File: src/rtl/irq_capture_pkg.sv
package irq_capture_pkg;
   typedef enum logic {
      TRIG_LEVEL = 1'b0,
      TRIG_FALL  = 1'b1
   } trig_mode_e;
endpackage

File: src/rtl/irq_pin_sync.sv
module irq_pin_sync #(
   parameter int STAGES = 2
) (
   input  logic clk,
   input  logic rst_n,
   input  logic pin_async,
   output logic pin_sync
);
   // The chain resets to the idle (high) pin level so release makes no false edge.
   logic [STAGES-1:0] chain_q;

   always_ff @(posedge clk or negedge rst_n) begin
      if (!rst_n) chain_q <= '1;
      else        chain_q <= {chain_q[STAGES-2:0], pin_async};
   end

   assign pin_sync = chain_q[STAGES-1];
endmodule

File: src/rtl/irq_fall_detect.sv
module irq_fall_detect (
   input  logic clk,
   input  logic rst_n,
   input  logic level_in,
   output logic fall
);
   logic prev_q;

   always_ff @(posedge clk or negedge rst_n) begin
      if (!rst_n) prev_q <= 1'b1;
      else        prev_q <= level_in;
   end

   assign fall = prev_q & ~level_in;
endmodule

File: src/rtl/irq_flag_cell.sv
module irq_flag_cell
   import irq_capture_pkg::*;
(
   input  logic       clk,
   input  logic       rst_n,
   input  trig_mode_e mode,
   input  logic       pin_level,
   input  logic       fall,
   input  logic       accept,
   input  logic       sw_we,
   input  logic       sw_wdata,
   output logic       flag
);
   logic flag_q;
   logic flag_d;

   always_comb begin
      flag_d = flag_q;
      if (sw_we) begin
         flag_d = sw_wdata;
      end else if (mode == TRIG_LEVEL) begin
         flag_d = ~pin_level;
      end else if (fall) begin
         flag_d = 1'b1;            // a new edge beats a coincident accept
      end else if (accept) begin
         flag_d = 1'b0;
      end
   end

   always_ff @(posedge clk or negedge rst_n) begin
      if (!rst_n) flag_q <= 1'b0;
      else        flag_q <= flag_d;
   end

   assign flag = flag_q;
endmodule

File: src/rtl/ext_irq_capture.sv
module ext_irq_capture
   import irq_capture_pkg::*;
#(
   parameter int NUM_LINES   = 2,
   parameter int SYNC_STAGES = 2
) (
   input  logic                 clk,
   input  logic                 rst_n,
   input  logic [NUM_LINES-1:0] pin_n,
   input  logic [NUM_LINES-1:0] trig_edge,
   input  logic [NUM_LINES-1:0] accept,
   input  logic [NUM_LINES-1:0] sw_we,
   input  logic [NUM_LINES-1:0] sw_wdata,
   output logic [NUM_LINES-1:0] req
);
   if (NUM_LINES < 1) begin : g_bad_lines
      $error("ext_irq_capture: NUM_LINES must be at least 1");
   end
   if (SYNC_STAGES < 2) begin : g_bad_sync
      $error("ext_irq_capture: SYNC_STAGES must be at least 2");
   end

   logic [NUM_LINES-1:0] pin_s;
   logic [NUM_LINES-1:0] fall_det;

   for (genvar i = 0; i < NUM_LINES; i++) begin : g_line
      irq_pin_sync #(.STAGES(SYNC_STAGES)) u_sync (
         .clk       (clk),
         .rst_n     (rst_n),
         .pin_async (pin_n[i]),
         .pin_sync  (pin_s[i])
      );

      irq_fall_detect u_fall (
         .clk      (clk),
         .rst_n    (rst_n),
         .level_in (pin_s[i]),
         .fall     (fall_det[i])
      );

      irq_flag_cell u_flag (
         .clk       (clk),
         .rst_n     (rst_n),
         .mode      (trig_mode_e'(trig_edge[i])),
         .pin_level (pin_s[i]),
         .fall      (fall_det[i]),
         .accept    (accept[i]),
         .sw_we     (sw_we[i]),
         .sw_wdata  (sw_wdata[i]),
         .flag      (req[i])
      );
   end
endmodule

File: config.mk
export PLATFORM = sky130hd
export DESIGN_NAME = ext_irq_capture
export DESIGN_NICKNAME = d
export VERILOG_FILES = /design/src/rtl/irq_capture_pkg.sv /design/src/rtl/irq_pin_sync.sv /design/src/rtl/irq_fall_detect.sv /design/src/rtl/irq_flag_cell.sv /design/src/rtl/ext_irq_capture.sv
export SDC_FILE = /design/constraint.sdc
export NUM_CORES = 1
export LEC_CHECK = 0
export ABC_AREA = 1
export BUFFER_PORTS_ARGS = -buffer_cell sky130_fd_sc_hd__buf_2
export CORE_AREA = 2 2 39 41
export DETAILED_ROUTE_END_ITERATION = 16
export DIE_AREA = 0 0 41 43
export PLACE_DENSITY = 0.48
export SLEW_MARGIN = 20
export SYNTH_ARGS = -nofsm -noshare
export SYNTH_HDL_FRONTEND = slang
export SYNTH_SLANG_ARGS = --single-unit
File: constraint.sdc
create_clock -name clk -period 1.8 [get_ports clk]
set_input_delay 0.36 -clock clk [delete_from_list [all_inputs] [get_ports clk]]
set_output_delay 0.36 -clock clk [all_outputs]
set_load 0.01 [all_outputs]
* After elaboration in Yosys (flattened, before gate mapping)
Index checks and enable logic that the tools add are counted.
Cells by class: equality and inequality tests 2, multiplexer cells 8, bitwise operators 4
Operators with widths (number):
- two-way mux 1 bit | 8
- inequality test 4 x 1 -> 1 bit, second input constant | 2
- AND 1 bit | 2
- inverter 1 bit | 2
Word-level totals: register bits 8, input bits 12, output and inout bits 2, logic and storage cells 20

* Depth between registers and ports, before layout
depth after elaboration 5, gate-level depth with buffers 6, depth with buffers taken out 6

* Modules after synthesis
From an unflattened synthesis, not the netlist that was laid out.
Unflattened totals: cell total of the unflattened synthesis 30, area, all modules 297.8 µm²
By module, submodules not included:
- irq_flag_cell | times used 2, cells an instance 10, area an instance 60.1 µm², seq. area each 25.0 µm²
- irq_pin_sync | times used 2, cells an instance 2, area an instance 52.6 µm², seq. area each 52.6 µm²
- irq_fall_detect | times used 2, cells an instance 3, area an instance 36.3 µm², seq. area each 26.3 µm²

* Worst setup path after synthesis
Ideal clock, no wire load.
path kind register to output, start register g_line[0].u_flag.flag_q, end output port req[0], arrival time 0.487 ns, slack 0.953 ns, stages on the path, launching flop included 2, cells stage by stage dfrtp_1 buf_4
RTL lines:
- start: declaration | RTL line irq_flag_cell.sv:14 | logic flag_q;
- start signal: assignment | RTL line irq_flag_cell.sv:32 | else flag_q <= flag_d;
- end: declaration | RTL line ext_irq_capture.sv:14 | output logic [NUM_LINES-1:0] req
No word-level cell between the ends.

* Final worst setup path
start register g_line[0].u_flag.flag_q, end output port req[0]
No word-level cell between the ends.

==> out/results.ini <==
[timing]
whs_ns=0.2136
rsz0062_at_grt=false
maxClockFrequency_mhz=888.7
setup_tns_ns=0
fin_crit_sh_pct=62.51
max_slew_violations=0
max_slew.worst_pin.slew_ns=0.1677
setup_viol=0
timing.clock.skew_ns=0.009782
timing.final.hold_violations=0
finalWorstPathRequiredPeriod_ns=1.125
slew_headroom_pct=88.82

[drt]
post_route_antenna_net_violation_count=0
first_pass_drt_iterations=2
dr_vias=257
dr.first_iter.drc_count=1
viasPerCell=3.779
totalWireLength_um=455
wl_per_cell_um=6.691
drt_drc_violations_left=0

[critical_path]
slowest_delay_ns=0.37
start_kind=flip-flop
timing.rr.end=g_line[1].u_flag.flag
crit-reg2reg-launch=g_line[1].u_sync.chain_q[1]
reg2regPathDepth=4
critPathBufInv=1
worstPathMaxFanout=2
critical_path.endpoint_type=output pin
worstSetupPathType=flip-flop to output pin
critical_path_arrival_ns=0.77
crit_slowest_cell=dfrtp_1
worstPathCellList=buf_2
required_time_of_the_critical_path_ns=1.44
critPathTopFamily=flip-flops
timing.reg2reg.setup_slack_ns=0.91

[floorplanning]
chip_width_um=41
core_um2=1384
floorplan.initialDensity_pct=23.69
height_of_the_chip_um=43
floorplan.rows=14
ios=14
dieArea_um2=1763

[clocking]
clock_tree_from_tritoncts=done
tritoncts.num_buffers=3
clk_transition_reported_paths_ns=0.06
post_cts_buffers=0
clk_root_buffer_cell=clkbuf_4
clock-sinks=8
worstSkewPairLatency_ns=0.25
cts_hold_repair.buffers=1
htree_num_levels=1
cts.path.max_buffers=2
cts_resized=0

[logic_synthesis]
synth_area_leaders=dfstp_2 (48%), dfrtp_1 (15%), inv_1 (11%)
synth_nets=48
synth-warning-count=0
synthDominantAreaCellType=dfstp_2
synth.avg_cell_area_um2=9.106
synth_area_um2=327.8
postSynthCellCount=36
synth.ff_latch_count=8
yosysUniqueCellTypes=8
synth.yosys.seq_area_share_pct=63.36
synth_largest_type_area_fraction_pct=48.09

[pwr]
lkg_pwr_uw=0.0002480
p_per_area_nw_per_um2=878.8
max_ir_drop_vdd_v=0.0004022

[cells_and_area]
post_route_cells_drive_above_1_share_pct=42.31
finish.net_count=65
instances_no_fill=68
diodes=0
area_delta_synth_final_pct=32.44

[worst_hold_path]
worst_hold_class=input port to flip-flop
min_delay_path_depth=1
min_from=pin_n[1]
worst_hold_path.endpoint=g_line[1].u_sync.chain_q[0]

[global_route]
grt_overflow=0
grt_pass1_wl_um=834
antenna_found_initial=0
grt_start_max_net_pins=9
grt_use_total_pct=7.935
grt_pass1_vias=247

[place]
place_congestion=0.6441
place_hpwl_um=389.9
io_buffer_count=13
place.detailed.instances=63

[outcome]
outcome=completed

[flow_run]
drv_cap=0

cells by family (layout without fill, tap and decap cells):
| logic type | Yosys count | count (layout) | synth area share, % |
|---|---|---|---|
| AO/OA/AOI/OAI | 2 | 2 | 3.054 |
| buffers and inverters | 12 | 28 | 16.03 |
| flip-flops | 8 | 8 | 63.36 |
| AND/OR/NAND/NOR | 14 | 14 | 17.56 |
where the power goes:
part / switching, uW / internal [uW] / leakage, uW
combinational: 19.4 / 19.0 / 0.000146
sequential: 4.59 / 196 / 0.0000873
clock: 57.6 / 84.5 / 0.0000150
total: 81.6 / 300 / 0.000248
Yosys cell counts, drive strengths merged:
library cell and number:
nand2 8, buf 2, dfrtp 2, a21oi 2, nand3 4, nor2 2, dfstp 6, inv 10
layer usage:
metal | vias to the layer above | wire length [um] | GRT usage (%)
li1 | 134 | - | -
met1 | 113 | 180 | 6.376
met2 | 10 | 219 | 10.94
met3 | 0 | 55 | 9.424
met4 | 0 | 0 | 4.000
met5 | - | 0 | 0
state kept, by name, indices dropped and copies added, names as in the netlist:
signal                 cells
g_line.u_flag.flag         2
g_line.u_fall.prev_q       2
g_line.u_sync.chain_q      4
cells in the final DEF, fill, tap and decap left out:
| master | n |
|---|---|
| nand2_1 | 8 |
| dfrtp_1 | 2 |
| dlygate4sd3_1 | 1 |
| dfstp_2 | 6 |
| clkbuf_4 | 3 |
| buf_2 | 13 |
| inv_1 | 10 |
| nand3_1 | 4 |
| nor2_1 | 2 |
| clkbuf_1 | 1 |
| a21oi_1 | 2 |
worst max path at each step:
stage,slack (ns),to,cells past startpoint,startpoint
after global placement,0.89,g_line[1].u_flag.flag,4,g_line[1].u_sync.chain_q[1]
after floorplan,0.95,req[0],1,g_line[0].u_flag.flag
final,0.67,req[0],1,g_line[0].u_flag.flag
after detailed placement,0.91,g_line[1].u_flag.flag,4,g_line[1].u_sync.chain_q[1]
after CTS,0.66,req[0],1,g_line[0].u_flag.flag
after global routing,0.63,req[0],1,g_line[0].u_flag.flag
per-stage QoR:
stage / setup slack [ns] / total power, uW / area, um2 / utilization, %
2_1_floorplan: 0.9533 / 224.2 / 327.8 / -
3_3_place_gp: 0.8907 / 240.6 / 397.9 / 28.75
3_5_place_dp: 0.9101 / 241.7 / 397.9 / 28.75
4_1_cts: 0.6564 / 392.2 / 434.2 / 31.37
5_1_grt: 0.6295 / 412.8 / 434.2 / 31.37
6_report: 0.6747 / 381.5 / 434.2 / 31.37
area by class of cell:
| class | count | area [um2] |
|---|---|---|
| Multi-Input combinational cell | 16 | 67.56 |
| Fill cell | 163 | 949.7 |
| Tap cell | 16 | 20.02 |
| Sequential cell | 8 | 207.7 |
| Timing Repair Buffer | 14 | 75.07 |
| Inverter | 10 | 37.54 |
| Clock buffer | 4 | 26.28 |
(Power assumes the default switching activity.)
